$ cat config.mk
export PLATFORM = sky130hd
export DESIGN_NAME = fbus_ctrl
export DESIGN_NICKNAME = d
export VERILOG_FILES = /design/src/rtl/fbc_pkg.sv /design/src/rtl/fbc_rdy_edge.sv /design/src/rtl/fbc_csr.sv /design/src/rtl/fbc_strobe.sv /design/src/rtl/fbus_ctrl.sv
export SDC_FILE = /design/constraint.sdc
export NUM_CORES = 1
export LEC_CHECK = 0
export BUFFER_PORTS_ARGS = -buffer_cell sky130_fd_sc_hd__buf_2
export CAP_MARGIN = 25
export CORE_MARGIN = 3
export CORE_UTILIZATION = 36
export CTS_BUF_LIST = sky130_fd_sc_hd__clkbuf_8
export DETAILED_ROUTE_END_ITERATION = 8
export GPL_ROUTABILITY_DRIVEN = 0
export PLACE_DENSITY = 0.88
export SLEW_MARGIN = 5
export SYNTH_ARGS = -nofsm -noshare
export SYNTH_HDL_FRONTEND = slang
export SYNTH_SLANG_ARGS = --single-unit
$ cat constraint.sdc
create_clock -name clk -period 2.6 [get_ports clk]
set_clock_uncertainty 0.2 [all_clocks]
set_input_delay 0.39 -clock clk [delete_from_list [all_inputs] [get_ports clk]]
set_output_delay 0.39 -clock clk [all_outputs]
set_load 0.02 [all_outputs]
$ cat src/rtl/fbc_pkg.sv
package fbc_pkg;
  localparam int unsigned CSR_W    = 8;
  localparam int unsigned BIT_IEN  = 5;
  localparam int unsigned BIT_RFLG = 4;
  localparam int unsigned BIT_WPROT = 3;
  localparam int unsigned BIT_SLOW = 2;

  typedef enum logic [1:0] {
    PH_IDLE   = 2'd0,
    PH_SETTLE = 2'd1,
    PH_STB1   = 2'd2,
    PH_STB2   = 2'd3
  } fbc_phase_e;

  typedef struct packed {
    logic ien;
    logic rflg;
    logic wprot;
    logic slow;
  } fbc_csr_t;
endpackage

$ cat src/rtl/fbc_rdy_edge.sv
module fbc_rdy_edge #(
  parameter int unsigned SYNC_STAGES = 2
) (
  input  logic clk,
  input  logic rst_n,
  input  logic rdy_async,
  output logic rdy_rise
);
  localparam int unsigned CHAIN = SYNC_STAGES + 1;

  logic [CHAIN-1:0] chain_q;

  // Chain resets to "ready" so leaving reset never looks like an edge.
  genvar gi;
  generate
    for (gi = 0; gi < CHAIN; gi++) begin : g_stage
      if (gi == 0) begin : g_first
        always_ff @(posedge clk or negedge rst_n) begin
          if (!rst_n) chain_q[gi] <= 1'b1;
          else        chain_q[gi] <= rdy_async;
        end
      end else begin : g_next
        always_ff @(posedge clk or negedge rst_n) begin
          if (!rst_n) chain_q[gi] <= 1'b1;
          else        chain_q[gi] <= chain_q[gi-1];
        end
      end
    end
  endgenerate

  assign rdy_rise = chain_q[CHAIN-2] & ~chain_q[CHAIN-1];
endmodule

$ cat src/rtl/fbc_csr.sv
module fbc_csr
  import fbc_pkg::*;
(
  input  logic             clk,
  input  logic             rst_n,
  input  logic             wr,
  input  logic [CSR_W-1:0] wdata,
  input  logic             set_rflg,
  output fbc_csr_t         regs,
  output logic [CSR_W-1:0] rdata
);
  logic clr_rflg;
  logic unused_bits;

  assign clr_rflg    = wr & ~wdata[BIT_RFLG];
  assign unused_bits = ^{wdata[CSR_W-1:BIT_IEN+1], wdata[BIT_SLOW-1:0]};

  always_ff @(posedge clk or negedge rst_n) begin
    if (!rst_n) begin
      regs <= '0;
    end else begin
      if (wr) begin
        regs.ien   <= clr_rflg ? 1'b0 : wdata[BIT_IEN];
        regs.wprot <= wdata[BIT_WPROT];
        regs.slow  <= wdata[BIT_SLOW];
      end
      // A ready edge wins over a clearing write on the same edge.
      if (set_rflg)      regs.rflg <= 1'b1;
      else if (clr_rflg) regs.rflg <= 1'b0;
    end
  end

  always_comb begin
    rdata            = '0;
    rdata[BIT_IEN]   = regs.ien;
    rdata[BIT_RFLG]  = regs.rflg;
    rdata[BIT_WPROT] = regs.wprot;
    rdata[BIT_SLOW]  = regs.slow;
  end
endmodule

$ cat src/rtl/fbc_strobe.sv
module fbc_strobe
  import fbc_pkg::*;
#(
  parameter int unsigned WAIT_CYC = 2
) (
  input  logic clk,
  input  logic rst_n,
  input  logic req_valid,
  input  logic req_wr,
  input  logic mode_slow,
  input  logic wr_permit,
  output logic req_ready,
  output logic ce_n,
  output logic oe_n,
  output logic we_n
);
  localparam int unsigned CNT_W = (WAIT_CYC > 1) ? $clog2(WAIT_CYC) : 1;

  fbc_phase_e       phase_q;
  logic [CNT_W-1:0] wait_q;
  logic             wr_q;
  logic             blk_q;
  logic             strobing;

  always_ff @(posedge clk or negedge rst_n) begin
    if (!rst_n) begin
      phase_q <= PH_IDLE;
      wait_q  <= '0;
      wr_q    <= 1'b0;
      blk_q   <= 1'b0;
    end else begin
      unique case (phase_q)
        PH_IDLE: if (req_valid) begin
          wr_q  <= req_wr;
          blk_q <= req_wr & ~wr_permit;
          if (mode_slow && WAIT_CYC > 0) begin
            phase_q <= PH_SETTLE;
            wait_q  <= CNT_W'(WAIT_CYC - 1);
          end else begin
            phase_q <= PH_STB1;
          end
        end
        PH_SETTLE: begin
          if (wait_q == '0) phase_q <= PH_STB1;
          else              wait_q  <= wait_q - 1'b1;
        end
        PH_STB1: phase_q <= PH_STB2;
        PH_STB2: phase_q <= PH_IDLE;
        default: phase_q <= PH_IDLE;
      endcase
    end
  end

  assign strobing  = (phase_q == PH_STB1) || (phase_q == PH_STB2);
  assign req_ready = (phase_q == PH_STB2);
  assign ce_n      = ~(strobing & ~blk_q);
  assign oe_n      = ~(strobing & ~wr_q);
  assign we_n      = ~((phase_q == PH_STB2) & wr_q & ~blk_q);
endmodule

$ cat src/rtl/fbus_ctrl.sv
module fbus_ctrl
  import fbc_pkg::*;
#(
  parameter int unsigned ADDR_W      = 16,
  parameter int unsigned DATA_W      = 16,
  parameter int unsigned WAIT_CYC    = 2,
  parameter int unsigned SYNC_STAGES = 2
) (
  input  logic              clk,
  input  logic              rst_n,
  input  logic              cpu_valid,
  output logic              cpu_ready,
  input  logic              cpu_wr,
  input  logic [ADDR_W-1:0] cpu_addr,
  input  logic [DATA_W-1:0] cpu_wdata,
  output logic [DATA_W-1:0] cpu_rdata,
  input  logic              csr_wr,
  input  logic [CSR_W-1:0]  csr_wdata,
  output logic [CSR_W-1:0]  csr_rdata,
  output logic              irq,
  output logic [ADDR_W-1:0] fl_addr,
  output logic [DATA_W-1:0] fl_wdata,
  input  logic [DATA_W-1:0] fl_rdata,
  output logic              fl_ce_n,
  output logic              fl_oe_n,
  output logic              fl_we_n,
  input  logic              fl_rdy
);
  fbc_csr_t regs;
  logic     rdy_rise;

  assign fl_addr   = cpu_addr;
  assign fl_wdata  = cpu_wdata;
  assign cpu_rdata = fl_rdata;

  fbc_rdy_edge #(.SYNC_STAGES(SYNC_STAGES)) u_edge (
    .clk       (clk),
    .rst_n     (rst_n),
    .rdy_async (fl_rdy),
    .rdy_rise  (rdy_rise)
  );

  fbc_csr u_csr (
    .clk      (clk),
    .rst_n    (rst_n),
    .wr       (csr_wr),
    .wdata    (csr_wdata),
    .set_rflg (rdy_rise),
    .regs     (regs),
    .rdata    (csr_rdata)
  );

  fbc_strobe #(.WAIT_CYC(WAIT_CYC)) u_stb (
    .clk       (clk),
    .rst_n     (rst_n),
    .req_valid (cpu_valid),
    .req_wr    (cpu_wr),
    .mode_slow (regs.slow),
    .wr_permit (regs.wprot),
    .req_ready (cpu_ready),
    .ce_n      (fl_ce_n),
    .oe_n      (fl_oe_n),
    .we_n      (fl_we_n)
  );

  assign irq = regs.rflg & regs.ien;
endmodule

==> out/metrics.cfg <==
[status]
status=complete, no violations

[floorplanning]
die_h_um=58.6
coreArea_um2=2540
die_w_um=58.6
pin_count=123
rows=18
die_area_um2=3430
start_util_pct=39.1

[synthesis]
synth.distinct_cells=19
synthCells=105
syn_area_um2=995
yosys_warnings=0
synth_edf_count=0
ys_ff_latch=12
synth_flop_cell=dfrtp_1
avgSynthCellArea_um2=9.47
ys_seq_area_share_pct=30.6
synthArstFlopShare_pct=100

[finish]
final_area_um2=793
final_util_pct=31.2
area_delta_synth_final_pct=-20.3
multi_input_area_um2=270
layout.nets=146
final_cell_mix=buf_2, dfrtp_1, inv_1
diodes=0
seqCellArea_um2=304
fillCellCount=263
mostFrequentLayoutCell=buf_2
drive_above_1_share_pct=37.7

[global_route]
grt_pass1_vias=564
antenna_found_initial=0
grt_max_degree=13
overflow=0
grt_pass1_wl_um=2740
grt_usage_pct=10.5

[sta]
rsz0062_at_grt=false
slew_viol_final=0
fmax_mhz=526
period_needed_ps=1900
finalSetupViolCount=0
hold_slack_ps=51.6
setup_tns_ps=0
finalHoldViolations=0
final.period_utilization_pct=73.1

[pwr]
p_int_mw=0.528
seq_power_share_pct=33.5
p_per_area_nw_per_um2=1050
power.clock.fraction_pct=24.0
switching_power_mw=0.304
switching_share_pct=36.6
leakagePower_nw=0.409
vdd_drop_max_mv=0.601
pwr-share-comb_pct=42.5

[worst_setup_path]
path_cells=inv_1 -> ha_1 -> o21bai_1 -> buf_2
crit_fanout=4
critPathLaunch=u_stb.phase_q[0]
r2r-end=u_stb.phase_q[1]
critPathSlowestCell=dfrtp_1
crit_type=flip-flop to primary output
worst_ep_arrival_time_ps=1310
cp-end-kind=primary output
critPathCapture=fl_oe_n
cpPeakStageDelay_ps=400
start_kind=flip-flop
r2r-start=u_stb.phase_q[0]
cp_data_required_time_ps=2010
ff2ff_path_depth=4
ff2ff_setup_slack_ps=1030

[placement]
portBuffers=18
placed_area_um2=728
dp_hpwl_um=1610

[flow_run]
cap_violations=0

[drt]
drt_iter0_drc=4
routed_wl_um=1870
vias=509
drtPass1Iterations=2
ant_nets=0
post_drt_wl_per_cell_um=17.5
route.detailed.drc=0
viasPerCell=4.76

[clock_network]
cts.path.max_buffers=2
cts_root_buf=clkbuf_8
h-tree-depth=1
clk_latency_ps=240
clkTransAtPathRegs_ps=50
clock_sinks=12
cts_tree=built
cts_buffers=3

[min_path]
hold_path_class=primary input to flip-flop

cell families (layout without fill, tap and decap cells):
kind of cell	count (synthesis)	count (layout)	synth area share [%]
other	1	4	0.377
adder cells (fa/ha/maj)	6	6	7.55
multiplexers	6	6	6.67
buffers and inverters	61	30	43.4
AND/OR/NAND/NOR	9	9	4.78
AO/OA/AOI/OAI	10	10	6.67
flip-flops	12	12	30.6
routing by layer:
layer | wire, µm | GRT usage [%] | vias to the layer above
met5 | 0 | 0 | -
met4 | 28 | 4.64 | 0
met3 | 306 | 4.61 | 8
met2 | 1050 | 21.1 | 66
met1 | 489 | 8.40 | 220
li1 | - | - | 215
power groups by stage:
stage	Clock (mW)	Combinational, mW	Sequential, mW
final	0.200	0.353	0.279
after global routing	0.213	0.397	0.286
after CTS	0.206	0.360	0.279
after detailed placement	0	0.355	0.282
after global placement	0	0.333	0.276
after floorplan	0	0.378	0.274
synth_stat cells, types with 2 or more instances:
cell type,instances,area [µm²]
nand3_1,2,10.0
mux2i_1,4,40.0
o21bai_1,2,15.0
nand2b_1,2,12.5
ha_1,6,75.1
buf_4,54,405
inv_1,7,26.3
dfrtp_1,9,225
dfstp_2,3,78.8
o21ai_0,5,25.0
nand2_1,3,11.3
metrics by stage:
| step | setup WS [ps] | total power [mW] | instances |
|---|---|---|---|
| finish | 699 | 0.832 | 107 |
| global placement | 1010 | 0.608 | 102 |
| floorplan | 919 | 0.651 | 108 |
| global route | 584 | 0.896 | 107 |
| detailed placement | 946 | 0.637 | 102 |
| CTS | 679 | 0.845 | 107 |
state kept, by name (all words and copies together) (netlist names):
| name | cells |
|---|---|
| u_stb.blk_q | 1 |
| u_edge.chain_q | 3 |
| u_stb.wait_q | 1 |
| u_stb.wr_q | 1 |
| u_stb.phase_q | 2 |
| u_csr.rdata | 4 |
how the worst min path moves through the flow:
stage | startpoint | slack, ps | depth (start not counted) | endpoint
finish | fl_rdy | 50 | 1 | u_edge.chain_q[0]
global route | fl_rdy | 50 | 1 | u_edge.chain_q[0]
CTS | fl_rdy | 40 | 1 | u_edge.chain_q[0]
detailed placement | rst_n | 80 | 1 | u_stb.blk_q
global placement | rst_n | 70 | 1 | u_stb.blk_q
floorplan | rst_n | -110 | 0 | u_csr.rdata[2]
cell type report:
| class | instances | share of cell area, % |
|---|---|---|
| Tap cell | 30 | 4.73 |
| Sequential cell | 12 | 38.3 |
| Multi-Input combinational cell | 35 | 34.1 |
| Timing Repair Buffer | 19 | 12.6 |
| Clock buffer | 4 | 6.94 |
| Inverter | 7 | 3.31 |
worst max-delay path: cells and delay by family, from the launching register on:
kind,cells,cell delay (ps)
buffers and inverters,2,290
DFF,1,400
adders and majority gates,1,240
AOI/OAI and AO/OA,1,140
repair_timing:
item	in CTS	in global routing
resized for setup	0	0
hold buffers	1	0
endpoints found under the hold margin	9	0
setup buffers	0	0
(Power assumes the default switching activity.)
